===== src/rtl/track_rx_pkg.sv =====
package track_rx_pkg;
  localparam int unsigned CNT_W    = 6;
  localparam int unsigned CAR_W    = 3;
  localparam int unsigned SPEED_W  = 4;
  localparam int unsigned CTRL_LEN = 10;
  localparam int unsigned NUM_CARS = 1 << CAR_W;
  localparam int unsigned LANE_BIT = SPEED_W + 1;
  localparam int unsigned CAR_LSB  = SPEED_W + 2;
  localparam int unsigned FIELD_W  = CAR_LSB + CAR_W;

  typedef enum logic {
    PH_FIRST  = 1'b0,
    PH_SECOND = 1'b1
  } phase_e;

  typedef struct packed {
    logic               lane;
    logic [SPEED_W-1:0] speed;
  } car_ent_t;
endpackage


===== src/rtl/track_rx_tick.sv =====
module track_rx_tick #(
  parameter int unsigned DIV = 6250
) (
  input  logic clk_i,
  input  logic rst_ni,
  input  logic run_i,
  input  logic clr_i,
  output logic tick_o
);
  localparam int unsigned W = (DIV > 1) ? $clog2(DIV) : 1;
  localparam logic [W-1:0] LAST = W'(DIV - 1);

  logic [W-1:0] cnt_q;

  assign tick_o = run_i && !clr_i && (cnt_q == LAST);

  always_ff @(posedge clk_i or negedge rst_ni) begin
    if (!rst_ni)                   cnt_q <= '0;
    else if (clr_i || !run_i || tick_o) cnt_q <= '0;
    else                           cnt_q <= cnt_q + 1'b1;
  end

  generate
    if (DIV > 1) begin : g_chk

      tick_after_clr_chk: assert property (@(posedge clk_i) disable iff (!rst_ni)
        clr_i |=> !tick_o);
    end
  endgenerate
endmodule


===== src/rtl/track_rx_sampler.sv =====
module track_rx_sampler
  import track_rx_pkg::*;
#(
  parameter int unsigned SHIFT_W = 16
) (
  input  logic               clk_i,
  input  logic               rst_ni,
  input  logic               line_i,
  input  logic               tick_i,
  output logic               busy_o,
  output logic               start_o,
  output logic               done_o,
  output logic [SHIFT_W-1:0] word_o,
  output logic [CNT_W-1:0]   cnt_o
);
  logic               line_q, busy_q, low_q;
  phase_e             phase_q;
  logic [SHIFT_W-1:0] sh_q;
  logic [CNT_W-1:0]   cnt_q;
  logic               rise, end_evt;

  assign rise    = line_i && !line_q;
  assign start_o = !busy_q && rise;
  assign end_evt = busy_q && tick_i && (phase_q == PH_SECOND) && low_q && !line_i;

  always_ff @(posedge clk_i or negedge rst_ni) begin
    if (!rst_ni) begin
      line_q  <= 1'b0;
      busy_q  <= 1'b0;
      low_q   <= 1'b0;
      phase_q <= PH_FIRST;
      sh_q    <= '0;
      cnt_q   <= '0;
    end else begin
      line_q <= line_i;
      if (start_o) begin
        // start pulse stands in for the first phase of bit one
        busy_q  <= 1'b1;
        phase_q <= PH_SECOND;
        low_q   <= 1'b0;
        sh_q    <= '0;
        cnt_q   <= '0;
      end else if (busy_q && tick_i) begin
        if (phase_q == PH_FIRST) begin
          low_q   <= !line_i;
          phase_q <= PH_SECOND;
        end else if (end_evt) begin
          busy_q  <= 1'b0;
          phase_q <= PH_FIRST;
        end else begin
          sh_q    <= {sh_q[SHIFT_W-2:0], line_i};
          cnt_q   <= cnt_q + 1'b1;
          phase_q <= PH_FIRST;
        end
      end
    end
  end

  assign busy_o = busy_q;
  assign done_o = end_evt;
  assign word_o = sh_q;
  assign cnt_o  = cnt_q;


  start_clear_chk: assert property (@(posedge clk_i) disable iff (!rst_ni)
    start_o |=> busy_q && (cnt_q == '0) && (phase_q == PH_SECOND));

  busy_edge_ignored_chk: assert property (@(posedge clk_i) disable iff (!rst_ni)
    (busy_q && rise && !tick_i) |=> $stable(cnt_q) && $stable(sh_q) && busy_q);

  first_phase_hold_chk: assert property (@(posedge clk_i) disable iff (!rst_ni)
    (busy_q && tick_i && phase_q == PH_FIRST) |=> $stable(cnt_q) && $stable(sh_q));
endmodule


===== src/rtl/track_rx_table.sv =====
module track_rx_table
  import track_rx_pkg::*;
(
  input  logic               clk_i,
  input  logic               rst_ni,
  input  logic               done_i,
  input  logic [CNT_W-1:0]   len_i,
  input  logic [FIELD_W-1:1] field_i,
  input  logic               reply_load_i,
  input  logic [CAR_W-1:0]   reply_car_i,
  input  logic [CAR_W-1:0]   rd_idx_i,
  output logic               ctrl_o,
  output logic [CAR_W-1:0]   car_o,
  output logic               fire_o,
  output logic               pend_o,
  output logic [SPEED_W-1:0] rd_speed_o,
  output logic               rd_lane_o
);
  logic             is_ctrl, hit;
  logic [CAR_W-1:0] car;
  car_ent_t         new_ent;
  car_ent_t         tbl_q [NUM_CARS];
  logic             ctrl_q, fire_q, pend_q;
  logic [CAR_W-1:0] car_q, pend_car_q;

  assign is_ctrl       = done_i && (len_i == CNT_W'(CTRL_LEN));
  assign car           = field_i[FIELD_W-1:CAR_LSB];
  assign new_ent.lane  = field_i[LANE_BIT];
  assign new_ent.speed = field_i[SPEED_W:1];
  assign hit           = is_ctrl && pend_q && (pend_car_q == car);

  generate
    for (genvar i = 0; i < NUM_CARS; i++) begin : g_ent
      always_ff @(posedge clk_i or negedge rst_ni) begin
        if (!rst_ni)                                  tbl_q[i] <= '0;
        else if (is_ctrl && car == CAR_W'(i))         tbl_q[i] <= new_ent;
      end

      ent_write_chk: assert property (@(posedge clk_i) disable iff (!rst_ni)
        !$stable(tbl_q[i]) |-> $past(is_ctrl && car == CAR_W'(i)));
    end
  endgenerate

  always_ff @(posedge clk_i or negedge rst_ni) begin
    if (!rst_ni) begin
      ctrl_q     <= 1'b0;
      car_q      <= '0;
      fire_q     <= 1'b0;
      pend_q     <= 1'b0;
      pend_car_q <= '0;
    end else begin
      ctrl_q <= is_ctrl;
      fire_q <= hit;
      if (is_ctrl) car_q <= car;
      if (reply_load_i) begin
        pend_q     <= 1'b1;
        pend_car_q <= reply_car_i;
      end else if (hit) begin
        pend_q <= 1'b0;
      end
    end
  end

  assign ctrl_o     = ctrl_q;
  assign car_o      = car_q;
  assign fire_o     = fire_q;
  assign pend_o     = pend_q;
  assign rd_speed_o = tbl_q[rd_idx_i].speed;
  assign rd_lane_o  = tbl_q[rd_idx_i].lane;


  fire_clears_chk: assert property (@(posedge clk_i) disable iff (!rst_ni)
    (fire_q && !$past(reply_load_i)) |-> (!pend_q && $past(pend_q)));

  pend_kept_chk: assert property (@(posedge clk_i) disable iff (!rst_ni)
    (pend_q && !hit) |=> pend_q);
endmodule


===== src/rtl/track_pkt_rx.sv =====
module track_pkt_rx
  import track_rx_pkg::*;
#(
  parameter int unsigned TICK_DIV = 6250,
  parameter int unsigned SHIFT_W  = 16
) (
  input  logic               clk_i,
  input  logic               rst_ni,
  input  logic               line_i,
  input  logic               reply_load_i,
  input  logic [CAR_W-1:0]   reply_car_i,
  input  logic [CAR_W-1:0]   rd_idx_i,
  output logic               pkt_valid_o,
  output logic [CNT_W-1:0]   pkt_len_o,
  output logic               ctrl_pkt_o,
  output logic [CAR_W-1:0]   car_o,
  output logic               reply_fire_o,
  output logic               reply_pend_o,
  output logic [SPEED_W-1:0] rd_speed_o,
  output logic               rd_lane_o
);
  logic               tick, busy, start, done;
  logic [SHIFT_W-1:0] word;
  logic [CNT_W-1:0]   cnt;
  logic               valid_q;
  logic [CNT_W-1:0]   len_q;
  logic               unused_word;

  assign unused_word = ^{word[SHIFT_W-1:FIELD_W], word[0]};

  track_rx_tick #(.DIV(TICK_DIV)) u_tick (
    .clk_i  (clk_i),
    .rst_ni (rst_ni),
    .run_i  (busy),
    .clr_i  (start),
    .tick_o (tick)
  );

  track_rx_sampler #(.SHIFT_W(SHIFT_W)) u_samp (
    .clk_i   (clk_i),
    .rst_ni  (rst_ni),
    .line_i  (line_i),
    .tick_i  (tick),
    .busy_o  (busy),
    .start_o (start),
    .done_o  (done),
    .word_o  (word),
    .cnt_o   (cnt)
  );

  track_rx_table u_tbl (
    .clk_i        (clk_i),
    .rst_ni       (rst_ni),
    .done_i       (done),
    .len_i        (cnt),
    .field_i      (word[FIELD_W-1:1]),
    .reply_load_i (reply_load_i),
    .reply_car_i  (reply_car_i),
    .rd_idx_i     (rd_idx_i),
    .ctrl_o       (ctrl_pkt_o),
    .car_o        (car_o),
    .fire_o       (reply_fire_o),
    .pend_o       (reply_pend_o),
    .rd_speed_o   (rd_speed_o),
    .rd_lane_o    (rd_lane_o)
  );

  always_ff @(posedge clk_i or negedge rst_ni) begin
    if (!rst_ni) begin
      valid_q <= 1'b0;
      len_q   <= '0;
    end else begin
      valid_q <= done;
      if (done) len_q <= cnt;
    end
  end

  assign pkt_valid_o = valid_q;
  assign pkt_len_o   = len_q;


  valid_pulse_chk: assert property (@(posedge clk_i) disable iff (!rst_ni)
    pkt_valid_o |=> !pkt_valid_o);

  fire_with_ctrl_chk: assert property (@(posedge clk_i) disable iff (!rst_ni)
    reply_fire_o |-> (pkt_valid_o && ctrl_pkt_o));

  ctrl_with_valid_chk: assert property (@(posedge clk_i) disable iff (!rst_ni)
    ctrl_pkt_o |-> (pkt_valid_o && pkt_len_o == CNT_W'(CTRL_LEN)));
endmodule


===== config.mk =====
export PLATFORM = sky130hd
export DESIGN_NAME = track_pkt_rx
export DESIGN_NICKNAME = d
export VERILOG_FILES = /design/src/rtl/track_rx_pkg.sv /design/src/rtl/track_rx_tick.sv /design/src/rtl/track_rx_sampler.sv /design/src/rtl/track_rx_table.sv /design/src/rtl/track_pkt_rx.sv
export SDC_FILE = /design/constraint.sdc
export NUM_CORES = 1
export LEC_CHECK = 0
export ABC_AREA = 1
export BUFFER_PORTS_ARGS = -buffer_cell sky130_fd_sc_hd__buf_2
export CAP_MARGIN = 40
export CORE_UTILIZATION = 60
export CTS_BUF_LIST = sky130_fd_sc_hd__clkbuf_8
export DETAILED_ROUTE_END_ITERATION = 12
export PLACE_DENSITY = 0.79
export RECOVER_POWER = 50
export REMOVE_ABC_BUFFERS = 1
export SYNTH_ARGS = -nofsm -noshare
export SYNTH_HDL_FRONTEND = slang
export SYNTH_HIERARCHICAL = 1
export SYNTH_SLANG_ARGS = --single-unit

===== constraint.sdc =====
create_clock -name clk_i -period 5.85 [get_ports clk_i]
set_input_delay 1.17 -clock clk_i [delete_from_list [all_inputs] [get_ports clk_i]]
set_output_delay 1.17 -clock clk_i [all_outputs]
set_load 0.005 [all_outputs]

==> flow_summary.toml, run 1 <==
[sta]
fmax_mhz = 267
finalHoldViolCount = 0
finalMaxSlewViolations = 35
tightest_slew_ns = 1.75
postLayoutSetupSlackWorst_ns = 2.10
grt_setup_unrepaired = "false"
slew-limit-headroom_pct = -16.6
timing.final.crit_share_pct = 64.1
fin_skew_ns = 0.0146
fin_crit_ns = 3.75
final.setup.tns_ns = 0
holdWs_ns = 0.472
setup_violations = 0

[power]
power_frac_comb_pct = 3.9
powerDensity_nw_per_um2 = 241
power_frac_clock_pct = 41.2
max-vdd-ir-drop_v = 0.000154
power.switching_mw = 0.249
sw_frac_of_total_pct = 22.4
cellLeakagePower_nw = 2.36
p_int_mw = 0.862
power_frac_seq_pct = 55.0
power_mw = 1.11

[place]
dp_slack_ns = 1.85
dp_hpwl_um = 5660
dpl-instance-area_um2 = 4410
place_congestion = 0.888
placement.io_buffers = 27

[floorplan]
num_rows = 30
die_area_um2 = 7430
die_w_um = 86.2
die_h_um = 86.2
io_pins = 28
core_um2 = 6830
start_util_pct = 62.3

[logic_synthesis]
yosysWarnings = 6
syn_area_per_cell_um2 = 8.17
synthCells = 521
synthesis.area_um2 = 4260

[critical_path]
worstSetupPathType = "in -> out"
path_cells = "buf_2 > inv_1 > o21ai_0 > o21ai_0 > nand2_1 > nand2_1 > buf_2"
worstPathRequired_ns = 4.68
cp_slowest_cell = "inv_1"
cp-startpoint = "rd_idx_i[0]"
crit_path_end_kind = "output pin"
worst-path-buf-inv = 3
cp-start-kind = "primary input"
worst_ep_arrival_time_ns = 2.58
reg2reg_from = "u_tick/cnt_q[1]"
slowest_delay_ns = 0.36
worstPathMaxFanout = 21
cp_top_family = "buffers and inverters"

[clock_tree]
cts_buffer_depth = 2
post_cts_resize_count = 0
numClockSinks = 88
clk-insertion-delay-late_ns = 0.35
htree_levels = 3
clk_pin_slew_ns = 0.09
cts_tree = "done"
ctsHoldBuffers = 0
numCtsBuffers = 9
clockRootBuffer = "clkbuf_8"
cts_setup_buffers = 0

[detailed_routing]
first_pass_iters = 5
drt-total-wl_um = 8330
wl_per_cell_um = 12.9
drc_errors = 0
ant_nets = 0
drt-initial-drc-count = 298
viasPerCell = 5.16
dr_total_vias = 3341

[finish]
final_nets = 559
area_growth_pct = 8.55
design_area_um2 = 4620
fill_cells = 588
antenna_cells = 0
drive_above_1_share_pct = 13.8

[job]
max-cap-violations = 1

[global_routing]
grt_usage_pct = 24.4
grt_pass1_vias = 3060
grt_pass1_wl_um = 14100
grt_max_degree = 56
grt_overflow_total = 0
antenna_found_initial = 0

[worst_hold_path]
min_path_type = "reg -> reg"
holdCritStartpoint = "pkt_len_o[5]"

[outcome]
status = "complete, but fails checks"
violations = "capacitance limit, slew limit"
-- path summary, 6_finish.rpt --
kind / endpoint / slack, ns / cells after the start
min in group asynchronous: u_tbl/tbl_q[18] / 1.27 / 1
worst max register to register: u_tbl/tbl_q[2] / 2.74 / 17
worst min-delay path: pkt_len_o[5] / 0.47 / 2
max in group asynchronous: u_tbl/tbl_q[2] / 2.47 / 2
worst min register to register: pkt_len_o[5] / 0.47 / 2
worst max-delay path: rd_speed_o[2] / 2.10 / 7
-- final cells by class --
| cell class | count | area [um2] | area share [%] |
|---|---|---|---|
| Clock buffer | 9 | 124 | 2.68 |
| Clock inverter | 7 | 93.8 | 2.03 |
| Inverter | 43 | 163 | 3.52 |
| Multi-Input combinational cell | 376 | 1780 | 38.6 |
| Sequential cell | 88 | 2200 | 47.7 |
| Tap cell | 96 | 120 | 2.60 |
| Timing Repair Buffer | 28 | 134 | 2.90 |
-- worst register-to-register path: cells and delay by family, from the launching register on --
family	cells	cell delay, ns
AO/OA/AOI/OAI	1	0.08
adder cells (fa/ha/maj)	1	0.16
buffers and inverters	3	0.23
flip-flops	1	0.42
AND/OR/NAND/NOR	12	2.08
-- placed cells by master (no fill, tap or decap), types with 2 or more instances in the layout --
cell type,count
a21oi_1,2
buf_2,22
bufinv_16,2
clkbuf_1,5
clkbuf_8,9
clkinv_2,3
clkinvlp_4,2
dfrtp_1,88
ha_1,3
inv_1,40
inv_2,2
nand2_1,160
nand2_2,5
nand2_4,8
nand3_1,15
nand3_2,2
nand4_1,4
nor2_1,77
nor2_2,4
nor2_4,2
o21ai_0,37
o21ai_1,34
o21ai_2,12
o21bai_1,2
xnor2_1,3
xor2_1,4
-- metal layers --
layer	vias up	part of all wire, %	global-route usage [%]
met5	-	0	0
met4	0	2.0	11.1
met3	18	4.9	4.67
met2	83	46	37.8
met1	1550	47	33.8
li1	1690	-	-
-- sequential cells by signal, indices dropped and copies added (netlist names), 3 cells and up --
register,count
u_tick/cnt_q,13
pkt_len_o,6
u_tbl/tbl_q,40
u_samp/word_o,9
u_tbl/pend_car_q,3
u_samp/cnt_o,6
u_tbl/car_o,3
-- metrics by stage --
stage | instances | util [%]
3_3_place_gp | 631 | 64.6
2_1_floorplan | 507 | -
6_report | 647 | 67.6
4_1_cts | 647 | 67.8
3_5_place_dp | 631 | 64.6
5_1_grt | 647 | 67.6
-- power groups by stage --
stage	sequential [mW]	clock, mW	combinational (mW)
after floorplan	0.623	0	0.0181
after detailed placement	0.623	0	0.0445
after global placement	0.623	0	0.0439
final	0.611	0.457	0.0432
after CTS	0.611	0.467	0.0449
after global routing	0.611	0.495	0.0502
No activity file was read; power rests on OpenSTA's default activity.
==> run 2, diff against run 1 <==
--- a/config.mk
+++ b/config.mk
@@ -8,7 +8,7 @@
 export ABC_AREA = 1
 export BUFFER_PORTS_ARGS = -buffer_cell sky130_fd_sc_hd__buf_2
 export CAP_MARGIN = 40
-export CORE_UTILIZATION = 60
+export CORE_UTILIZATION = 57
 export CTS_BUF_LIST = sky130_fd_sc_hd__clkbuf_8
 export DETAILED_ROUTE_END_ITERATION = 12
 export PLACE_DENSITY = 0.79
==> constraint.sdc (replaced) <==
create_clock -name clk_i -period 3.3 [get_ports clk_i]
set_input_delay 0.66 -clock clk_i [delete_from_list [all_inputs] [get_ports clk_i]]
set_output_delay 0.66 -clock clk_i [all_outputs]
set_load 0.005 [all_outputs]
==> flow_summary.toml, run 2 (synthesized netlist as in run 1, its figures left out) <==
[place]
dp_slack_ns = 0.461
placement.io_buffers = 27
place_congestion = 0.882
dpl-instance-area_um2 = 4450
dp_hpwl_um = 5940

[clock_tree]
htree_levels = 3
numClockSinks = 88
cts_buffer_depth = 2
clk_pin_slew_ns = 0.09
cts_setup_buffers = 0
clk-insertion-delay-late_ns = 0.36
cts_tree = "done"
numCtsBuffers = 9
ctsHoldBuffers = 0
post_cts_resize_count = 0
clockRootBuffer = "clkbuf_8"

[finish]
mostFrequentLayoutCell = "nand2_1"
final_nets = 563
area_growth_pct = 9.11
fill_cells = 624
drive_above_1_share_pct = 14.4
layout_common_cells = "nand2_1, dfrtp_1, nor2_1"
largest_register_ff_count = 40
antenna_cells = 0
largest_register = "u_tbl/tbl_q"
design_area_um2 = 4640

[power]
cellLeakagePower_nw = 2.38
power.switching_mw = 0.475
p_int_mw = 1.47
sw_frac_of_total_pct = 24.4
power_frac_clock_pct = 40.3
power_frac_comb_pct = 4.1
power_mw = 1.94
power_frac_seq_pct = 55.7
powerDensity_nw_per_um2 = 419
max-vdd-ir-drop_v = 0.000207

[critical_path]
worstPathRequired_ns = 3.54
worst_ep_arrival_time_ns = 2.98
worstSetupPathType = "reg -> reg"
crit_path_end_kind = "flip-flop"
worstPathMaxFanout = 11
cp-start-kind = "flip-flop"

[global_routing]
grt_pass1_vias = 3202
grt_max_degree = 52
grt_pass1_wl_um = 14300
grt_overflow_total = 0
grt_usage_pct = 23.7
antenna_found_initial = 0

[floorplan]
io_pins = 28
num_rows = 31
die_area_um2 = 7820
die_w_um = 88.4
core_um2 = 7250
start_util_pct = 58.7
die_h_um = 88.4

[worst_hold_path]
min_path_type = "in -> async"

[sta]
setup_violations = 0
postLayoutSetupSlackWorst_ns = 0.554
fin_crit_ns = 2.75
final.setup.tns_ns = 0
finalMaxSlewViolations = 0
holdWs_ns = 0.306
timing.final.crit_share_pct = 83.2
fin_skew_ns = 0.0115
finalHoldViolCount = 0
tightest_slew_ns = 1.10
grt_setup_unrepaired = "false"
fmax_mhz = 364
slew-limit-headroom_pct = 26.9

[outcome]
status = "completed"

[detailed_routing]
wl_per_cell_um = 13.0
first_pass_iters = 5
drt-total-wl_um = 8530
dr_total_vias = 3416
ant_nets = 0
viasPerCell = 5.22
drt-initial-drc-count = 251
drc_errors = 0

[job]
max-cap-violations = 0
-- run 2: metrics by stage --
stage / utilization, % / std cells
CTS: 64.2 / 654
global route: 64.0 / 654
detailed placement: 61.3 / 638
global placement: 61.3 / 638
floorplan: - / 507
finish: 64.0 / 654
-- run 2: worst paths after layout --
kind / slack, ns / startpoint / end / cells past startpoint
min reg2reg: 0.47 / pkt_len_o[3] / pkt_len_o[3] / 2
max reg2reg: 0.55 / u_tick/cnt_q[1] / u_tbl/tbl_q[4] / 17
min: 0.31 / rst_ni / u_tbl/tbl_q[20] / 1
max: 0.55 / u_tick/cnt_q[1] / u_tbl/tbl_q[4] / 17
max in group asynchronous: 1.57 / rst_ni / u_samp/line_q / 2
min in group clk_i: 0.44 / line_i / u_samp/line_q / 1
-- run 2: cell type report --
cell class                      count  area (um2)  share of cell area (%)
Sequential cell                    88        2200                    47.4
Clock buffer                        9         124                    2.67
Multi-Input combinational cell    376        1780                    38.4
Clock inverter                      7        85.1                    1.83
Inverter                           43         163                    3.50
Timing Repair Buffer               32         165                    3.56
Tap cell                           99         124                    2.67
-- run 2: metal layers --
metal | track usage [%] | wire [um]
met1 | 31.8 | 3880
met2 | 38.5 | 4210
met3 | 4.57 | 271
met4 | 9.09 | 164
met5 | 0 | 0
-- run 2: worst max-delay path: stages, from the launching register on --
cell	delay [ns]
dfrtp_1	0.42
inv_1	0.07
ha_1	0.16
nand2_1	0.06
nor2_1	0.11
nand3_2	0.09
nor3_1	0.18
nand2_2	0.10
clkinv_2	0.07
nand2_4	0.06
nor2_1	0.14
inv_1	0.08
nor2_1	0.09
nand2_1	0.09
nor2_4	0.45
nand2_2	0.23
nand2_1	0.13
o21ai_0	0.09
-- run 2: power by group through the flow --
| stage | logic [mW] | registers [mW] | clock network [mW] |
|---|---|---|---|
| after global routing | 0.0922 | 1.08 | 0.847 |
| final | 0.0792 | 1.08 | 0.783 |
| after floorplan | 0.0320 | 1.10 | 0 |
| after CTS | 0.0822 | 1.08 | 0.811 |
| after global placement | 0.0789 | 1.10 | 0 |
| after detailed placement | 0.0814 | 1.10 | 0 |
